## src/rtl/dbg_rst_seq.sv

```systemverilog
module dbg_rst_seq #(
  parameter int CW = 16
) (
  input  logic          clk,
  input  logic          rst_n,
  input  logic          hot_attach,
  input  logic          latch_en,
  input  logic          halt_on_rst,
  input  logic [CW-1:0] trst_cycles,
  input  logic [CW-1:0] pulse_cycles,
  input  logic [CW-1:0] settle_cycles,
  input  logic [CW-1:0] ack_timeout,
  input  logic          connect_start,
  input  logic          user_rst_start,
  input  logic          cfg_ack,
  input  logic          status_read,
  input  logic          srst_line,
  output logic          srst_pull,
  output logic          trst_pull,
  output logic          cfg_req,
  output logic          ready,
  output logic          attach_safe,
  output logic          busy,
  output logic          cfg_timeout_err,
  output logic          tgt_rst_seen,
  output logic          halt_req
);
  typedef enum logic [2:0] {
    ST_IDLE, ST_TRST, ST_CFG, ST_SETTLE, ST_READY, ST_PULSE, ST_ATTACH
  } st_t;

  localparam logic [CW-1:0] ONE = CW'(1);

  st_t           st;
  logic [CW-1:0] cnt;
  logic          sy1, sy2, own_d1, own_d2, det, det_q;
  logic          accept;

  assign srst_pull   = (st == ST_TRST) || (st == ST_CFG) || (st == ST_PULSE);
  assign trst_pull   = (st == ST_TRST);
  assign cfg_req     = (st == ST_CFG);
  assign ready       = (st == ST_READY);
  assign attach_safe = (st == ST_ATTACH);
  assign busy        = !((st == ST_IDLE) || (st == ST_READY) || (st == ST_ATTACH));
  assign accept      = !busy;

  always_ff @(posedge clk or negedge rst_n) begin
    if (!rst_n) begin
      st              <= ST_IDLE;
      cnt             <= '0;
      cfg_timeout_err <= 1'b0;
    end else begin
      case (st)
        ST_TRST: begin
          if (cnt <= ONE) begin
            st  <= ST_CFG;
            cnt <= '0;
          end else cnt <= cnt - ONE;
        end
        ST_CFG: begin
          if (cfg_ack) begin
            st  <= ST_SETTLE;
            cnt <= settle_cycles;
          end else if (cnt == ack_timeout) begin
            st              <= ST_IDLE;
            cfg_timeout_err <= 1'b1;
          end else cnt <= cnt + ONE;
        end
        ST_SETTLE: begin
          if (cnt <= ONE) st <= ST_READY;
          else cnt <= cnt - ONE;
        end
        ST_PULSE: begin
          if (cnt <= ONE) st <= ST_IDLE;
          else cnt <= cnt - ONE;
        end
        default: begin
          if (accept && connect_start) begin
            cfg_timeout_err <= 1'b0;
            if (hot_attach) st <= ST_ATTACH;
            else begin
              st  <= ST_TRST;
              cnt <= trst_cycles;
            end
          end else if (accept && user_rst_start) begin
            st  <= ST_PULSE;
            cnt <= pulse_cycles;
          end
        end
      endcase
    end
  end

  // Sensed line: two-stage synchroniser, own drive masked while it propagates
  assign det = !sy2 && !srst_pull && !own_d1 && !own_d2;

  always_ff @(posedge clk or negedge rst_n) begin
    if (!rst_n) begin
      sy1          <= 1'b1;
      sy2          <= 1'b1;
      own_d1       <= 1'b0;
      own_d2       <= 1'b0;
      det_q        <= 1'b0;
      tgt_rst_seen <= 1'b0;
      halt_req     <= 1'b0;
    end else begin
      sy1      <= srst_line;
      sy2      <= sy1;
      own_d1   <= srst_pull;
      own_d2   <= own_d1;
      det_q    <= det;
      halt_req <= halt_on_rst && det && !det_q;
      if (latch_en) tgt_rst_seen <= det || (tgt_rst_seen && !status_read);
      else          tgt_rst_seen <= det;
    end
  end
endmodule

```

## config.mk

```make
export PLATFORM = sky130hd
export DESIGN_NAME = dbg_rst_seq
export DESIGN_NICKNAME = d
export VERILOG_FILES = /design/src/rtl/dbg_rst_seq.sv
export SDC_FILE = /design/constraint.sdc
export NUM_CORES = 1
export LEC_CHECK = 0
export BUFFER_PORTS_ARGS = -buffer_cell sky130_fd_sc_hd__buf_2
export CELL_PAD_IN_SITES_DETAIL_PLACEMENT = 0
export CELL_PAD_IN_SITES_GLOBAL_PLACEMENT = 1
export CORE_AREA = 5 5 96 98
export CTS_CLUSTER_DIAMETER = 50
export DETAILED_ROUTE_END_ITERATION = 8
export DIE_AREA = 0 0 101 103
export PLACE_DENSITY_LB_ADDON = 0.2
export SKIP_CTS_REPAIR_TIMING = 1
export SLEW_MARGIN = 20
export SYNTH_ARGS = -nofsm -noshare
export SYNTH_HDL_FRONTEND = slang
export SYNTH_SLANG_ARGS = --single-unit
```

## constraint.sdc

```tcl
create_clock -name clk -period 1.96 [get_ports clk]
set_input_delay 0.294 -clock clk [delete_from_list [all_inputs] [get_ports clk]]
set_output_delay 0.294 -clock clk [all_outputs]
set_load 0.005 [all_outputs]
```

# Word-level counts from Yosys, hierarchy flattened
# Cells that the tools add are included.
# Widths: inputs -> output; s select.
# classes
order_cmp,1
mux,22
eq_ne,16
n_addsub,2
n_bitwise,1
n_reduce_logical,29
# op_table
op,n
$mux 16,7
$pmux 16 s3,1
$mux 3,8
$add 16x1->16 const B,1
$eq 16x16->1,1
$le 16x1->1 const B,1
$sub 16x1->16 const B,1
$pmux 3 s4,1
$eq 3x3->1 const B,3
$logic_and 1x1->1,8
$reduce_and 4->1,2
$logic_not 1->1,7
$eq 3x2->1 const B,2
$ne 2x1->1 const B,3
$ne 2x2->1 const B,3
$reduce_bool 6->1,1
$logic_or 1x1->1,5
$ne 5x5->1 const B,1
$reduce_and 5->1,1
$reduce_bool 5->1,1
$mux 1,4
$eq 3x1->1 const B,1
$logic_not 3->1,1
$ne 3x2->1 const B,1
6 further kinds,6
# word_totals
in_bits,74
out_inout_bits,9
regBits,27

# Depth between registers and ports, before layout
# Gate-level depths: netlist of run 1.
# logic_depth
depth_word,9
mapped_depth,9
depth_no_buf,7

# Worst setup path after synthesis of run 1
# Ideal clock, no wire load.
# synth_timing
path_type,register to register
start,register cnt[0]
end,register cnt[13]
n_path_buf,1
arrival_ns,1.933
synth_period_minus_slack_ns,1.999
path_slack_ns,-0.039
stages_incl_launch_ff,8
cell_sequence,dfrtp_1 or4_1 buf_2 nor2_2 nand2_1 or4_1 a31oi_1 a22o_1
# synth_via
elab_chain_cells,4
# synth_rtl
item,line_no,source
"start, declared",35,logic [CW-1:0] cnt;
"start signal, assigned",58,end else cnt <= cnt - ONE;
"start signal, assigned",63,cnt <= settle_cycles;
"start signal, assigned",67,end else cnt <= cnt + ONE;
$add 16x1->16,67,
$mux 16,64,end else if (cnt == ack_timeout) begin
$mux 16,61,if (cfg_ack) begin
$pmux 16 s3,53,case (st)
# Parallel ways exist; a longest one is shown, timed or not. The select of a mux whose other input is x is not followed.
# A chain may end at the register's enable or synchronous reset.

# Worst setup path in the final report of run 1
# layout_timing
start,register cnt[6]
end,register cnt[13]
# The elaborated chain is that of the path after synthesis.

==> results.py, run 1 <==
metrics = {
    "synthesis": {
        "async_reset_ff_share_pct": 100.0,
        "synthCells": 355,
        "ys_ff_latch": 27,
        "syn_nets": 432,
        "synth_edf_count": 0,
        "synth_ff_type": "dfrtp_1",
        "ys_types": 54,
        "syn_area_per_cell_um2": 7.384,
        "synth_seq_area_share_pct": 25.87,
        "yosys_warnings": 0,
        "syn_area_um2": 2621,
    },
    "sta": {
        "rsz0062_at_grt": "yes",
        "tightest_slew_ns": 0.6870,
        "holdWs_ns": 0.02602,
        "hold_viol_final": 0,
        "finClkSkew_ns": 0.005970,
        "fin_crit_ns": 2.044,
        "fin_crit_sh_pct": 104.3,
        "max_clock_freq_ghz": 0.4892,
        "maxSlewViolCount": 0,
        "relSlewSlack_pct": 54.20,
        "layout_setup_ws_ns": -0.08406,
        "final-setup-viol-count": 11,
    },
    "power": {
        "totalPowerFinal_w": 0.006268,
        "ir_drop_mv": 0.7349,
        "cellPowerDensity_nw_per_um2": 1547,
        "p_leak_nw": 1.755,
    },
    "layout": {
        "final_area_um2": 4051,
        "multi_input_area_um2": 1987,
        "seq_area_um2": 683.2,
        "finalNetCount": 579,
        "antenna_cells": 0,
        "fin_cells": 609,
        "n_fill_cell": 862,
        "final_core_util_pct": 48.34,
        "syn_to_final_growth_pct": 54.56,
        "drive_gt1_share_pct": 46.31,
    },
    "floorplanning": {
        "coreArea_um2": 8381,
        "die-area_um2": 10400,
        "std_cell_rows": 34,
        "die_width_um": 101,
        "dieHeight_um": 103,
        "ioPinCount": 83,
        "start_util_pct": 31.28,
    },
    "clock_network": {
        "cts_buffers": 3,
        "clock-root-buffer": "clkbuf_8",
        "clock_sinks": 27,
        "cts_max_level": 1,
        "clockBufferDepth": 2,
        "cts_tree": "built",
        "clock_latency_ns": 0.29,
        "path_clk_slew_ns": 0.11,
    },
    "placement": {
        "place_area_um2": 3637,
        "dp_cells": 594,
        "port-buffer-count": 82,
        "gp_routability_congestion": 0.9234,
        "hpwl_um": 8459,
    },
    "worst_setup_path": {
        "rr_endpoint": "cnt[13]",
        "required_ns": 2.20,
        "crit_start": "cnt[6]",
        "r2r_setup_slack_ns": -0.08,
        "critical_path_class": "reg -> reg",
        "critPathArrivalTime_ns": 2.28,
        "r2r_start": "cnt[6]",
        "crit_path_max_fanout": 3,
        "start_kind": "flop",
        "rr_worst_depth": 7,
        "crit_path_end_kind": "flop",
    },
    "drt": {
        "wl_met1_um": 4794,
        "met2_length_um": 5342,
        "num_vias": 3230,
        "wirelength_um": 10990,
        "routedWlPerCell_um": 18.04,
        "avgViaCountPerCell": 5.304,
        "first_pass_iters": 4,
        "drc_errors": 0,
        "ant_nets": 0,
        "highest_layer": "met4",
        "first_iter_violations": 166,
        "met3WireLength_um": 702,
    },
    "global_routing": {
        "grt.total_usage_pct": 20.34,
        "grt_max_degree": 28,
        "grt_pass1_wl_um": 16440,
        "grt_pass1_vias": 3194,
        "grt_overflow": 0,
        "grt_antenna_before_repair": 0,
    },
    "hold_path": {
        "min_path_type": "in -> async",
    },
    "status": {
        "violations": "negative setup slack",
        "status": "finished, violations left",
    },
    "run": {
        "max_cap_violations": 0,
    },
}
[area by class of cell]
| type | instances | area share [%] |
|---|---|---|
| Clock inverter | 1 | 0.1235 |
| Clock buffer | 3 | 1.019 |
| Multi-Input combinational cell | 290 | 49.04 |
| Tap cell | 108 | 3.335 |
| Sequential cell | 27 | 16.86 |
| Timing Repair Buffer | 173 | 28.97 |
| Inverter | 7 | 0.6485 |
[synthesized netlist by cell type, drive strengths merged (5+ instances only)]
cell type	n	area, um^2
nand2b	10	62.56
inv	7	26.28
nor3b	5	37.54
dfrtp	25	625.6
nand3	15	75.07
xnor2	23	201.4
nor4	6	52.55
a211oi	5	37.54
nor3	11	55.05
nor2	29	111.4
o221ai	7	61.31
o21ai	42	214.0
clkbuf	15	56.30
nand4	5	31.28
nand2	39	146.4
a21oi	34	170.2
buf	16	101.4
[power breakdown]
part,switching [W],internal [W]
Clock,0.000213,0.000144
Sequential,0.000309,0.000820
Combinational,0.00243,0.00235
[routing by layer]
metal / global-route usage [%] / up-vias
met5: 0 / -
met4: 4.294 / 0
met3: 2.097 / 12
met2: 34.78 / 126
met1: 27.86 / 1515
li1: - / 1577
[cell usage in the layout, fill, tap and decap left out, types with 4 or more instances in the layout]
cell type  netlist  layout
a21oi_1         34      34
buf_2           12      82
buf_4            1      78
buf_6            3      10
dfrtp_1         25      21
dfrtp_2          0       4
inv_1            7       5
nand2_1         39      36
nand2b_1        10      10
nand3_1         15      13
nand4_1          5       5
nor2_1          28      25
nor3_1          11       6
nor3_2           0       4
nor3b_1          5       5
nor4_1           5       4
o21ai_0         40      29
o21ai_1          1       9
o221ai_1         7       7
xnor2_1         23      22
xor2_1           4       4
[state kept, by name (all words and copies together), names as in the netlist]
name,count
cnt,16
st,3
cfg_timeout_err,1
det_q,1
halt_req,1
own_d1,1
own_d2,1
sy1,1
sy2,1
tgt_rst_seen,1
[critical path: stages (launching register included)]
cell     delay [ns]
dfrtp_1        0.41
buf_6          0.13
or4_4          0.56
nor2_4         0.14
nand2_2        0.07
or4_1          0.40
a31oi_1        0.15
a22o_1         0.14
[worst max path at each step]
stage	cells past startpoint	endpoint	slack, ns
CTS	8	cnt[13]	-0.20
global route	7	cnt[13]	-0.16
detailed placement	8	cnt[13]	-0.17
floorplan	8	cnt[13]	-0.03
finish	7	cnt[13]	-0.08
global placement	8	cnt[7]	-0.19
[cell families (layout without fill, tap and decap cells)]
group | after synthesis | count (layout) | synth area share (%)
xor gates and xnor gates | 27 | 27 | 9.021
DFF | 27 | 27 | 25.87
muxes | 7 | 7 | 2.864
adders and majority gates | 3 | 3 | 1.432
AOI/OAI and AO/OA | 114 | 114 | 26.59
and+or+nand+nor | 139 | 139 | 27.21
buffers and inverters | 38 | 184 | 7.017
[through the flow]
step	worst slack [ns]	TNS (ns)
2_1_floorplan	-0.02838	-0.02838
3_3_place_gp	-0.1919	-0.8758
3_5_place_dp	-0.1747	-0.9770
4_1_cts	-0.2026	-1.498
5_1_grt	-0.1590	-1.651
6_report	-0.08406	-0.4016
(Power assumes the default switching activity.)
==> run 2, diff against run 1 <==
SKIP_LAST_GASP = 1   (was default)
==> run 2 against run 1 <==
  * The flow still finishes with violations (negative setup slack)
  * Worst setup slack better by 0.011 ns
  * Final area is 0.99% lower
  * Register-to-register slack about the same
  * Clock power is essentially flat
  * Clock-buffer cell count stayed put
  * Cell count is the same
  * Power shrank 1.8%
==> results.py, run 2 (synthesized netlist as in run 1, its figures left out) <==
metrics = {
    "placement": {
        "port-buffer-count": 82,
        "dp_cells": 594,
        "hpwl_um": 8459,
        "gp_routability_congestion": 0.9234,
    },
    "floorplanning": {
        "start_util_pct": 31.28,
        "std_cell_rows": 34,
        "ioPinCount": 83,
        "die-area_um2": 10400,
        "coreArea_um2": 8381,
        "dieHeight_um": 103,
        "die_width_um": 101,
    },
    "global_routing": {
        "grt_pass1_vias": 3194,
        "grt_overflow": 0,
        "gr-usage-met2_pct": 34.78,
        "grtUsageMet1_pct": 27.86,
        "grt.total_usage_pct": 20.34,
        "grt_max_degree": 28,
        "grt_antenna_before_repair": 0,
        "met3_usage_pct": 2.097,
        "gr-max-usage-layer": "met2",
        "grt_pass1_wl_um": 16440,
    },
    "sta": {
        "relSlewSlack_pct": 54.24,
        "max_clock_freq_ghz": 0.4920,
        "hold_viol_final": 0,
        "rsz0062_at_grt": "yes",
        "holdWs_ns": 0.02153,
        "tns_ns": -0.4084,
        "layout_setup_ws_ns": -0.07256,
        "fin_crit_sh_pct": 103.7,
        "tightest_slew_ns": 0.6865,
        "fin_crit_ns": 2.033,
        "final-setup-viol-count": 13,
        "finClkSkew_ns": 0.01198,
        "maxSlewViolCount": 0,
    },
    "layout": {
        "layout_commonest_cell": "buf_2",
        "syn_to_final_growth_pct": 53.03,
        "drive_gt1_share_pct": 44.91,
        "layout_common_cells": "buf_2, buf_4, nand2_1",
        "finalNetCount": 579,
        "max_flop_register": "cnt",
        "antenna_cells": 0,
        "reg_top3": "cnt x16, st x3",
        "largest_reg_flops": 16,
        "final_core_util_pct": 47.87,
        "fin_cells": 609,
    },
    "power": {
        "totalPowerFinal_w": 0.006157,
        "ir_drop_mv": 0.7333,
        "cellPowerDensity_nw_per_um2": 1535,
        "p_leak_nw": 1.748,
    },
    "worst_setup_path": {
        "cp_slowest_cell": "or4_4",
        "critical-path-top-delay-family": "simple AND/OR/NAND/NOR gates",
        "max_stage_delay_ns": 0.56,
        "r2r_setup_slack_ns": -0.07,
        "path_cells": "buf_6 > or4_4 > nor2_4 > nand2_2 > or4_1 > a31oi_1 > a22o_1",
        "required_ns": 2.21,
        "start_kind": "flop",
        "critPathArrivalTime_ns": 2.28,
        "crit_path_end_kind": "flop",
        "crit_path_max_fanout": 3,
        "critical_path_class": "reg -> reg",
        "cp.buffers_inverters": 1,
    },
    "run": {
        "max_cap_violations": 0,
    },
    "drt": {
        "drc_errors": 0,
        "first_iter_violations": 173,
        "routedWlPerCell_um": 17.92,
        "avgViaCountPerCell": 5.261,
        "num_vias": 3204,
        "first_pass_iters": 4,
        "wirelength_um": 10910,
        "ant_nets": 0,
    },
    "clock_network": {
        "clock-root-buffer": "clkbuf_8",
        "cts_max_level": 1,
        "clock_sinks": 27,
        "clockBufferDepth": 2,
        "cts_tree": "built",
        "path_clk_slew_ns": 0.12,
        "cts_buffers": 3,
        "clock_latency_ns": 0.30,
    },
    "status": {
        "violations": "negative setup slack",
        "status": "finished, violations left",
    },
    "hold_path": {
        "min_path_type": "in -> async",
    },
}
## run 2: cell counts in the layout (fill, tap and decap cells not counted)
No cell type changed its count.
## run 2: where the power goes
part	switching [W]	internal, W
Combinational	0.00237	0.00230
Clock	0.000216	0.000144
Sequential	0.000307	0.000820
## run 2: worst register-to-register path, cell delays in order (launching register included)
cell     delay (ns)
dfrtp_1        0.41
buf_6          0.13
or4_4          0.56
nor2_4         0.14
nand2_2        0.07
or4_1          0.40
a31oi_1        0.15
a22o_1         0.14
## run 2: routing by layer
layer / vias to the layer above / part of all wire [%]
li1: 1578 / -
met1: 1519 / 45
met2: 93 / 48
met3: 14 / 5.0
met4: 0 / 1.5
met5: - / 0
## run 2: final timing paths
kind / startpoint / endpoint / cells past startpoint
setup / recovery: cnt[6] / cnt[13] / 7
setup reg to reg: cnt[6] / cnt[13] / 7
hold reg to reg: sy1 / sy2 / 0
max in group asynchronous: rst_n / cnt[3] / 1
hold / removal: rst_n / tgt_rst_seen / 1
min in group clk: srst_line / sy1 / 1
## run 2: cell type report
class | count | area (um^2)
Clock buffer | 3 | 41.29
Clock inverter | 1 | 5.005
Fill cell | 869 | 4369
Inverter | 7 | 26.28
Multi-Input combinational cell | 290 | 1954
Sequential cell | 27 | 683.2
Tap cell | 108 | 135.1
Timing Repair Buffer | 173 | 1166
## run 2: per-stage QoR
step / area, um^2 / setup WS (ns)
CTS: 3684 / -0.2026
floorplan: 2643 / -0.02838
global route: 4011 / -0.1747
global placement: 3637 / -0.1919
detailed placement: 3637 / -0.1747
finish: 4011 / -0.07256
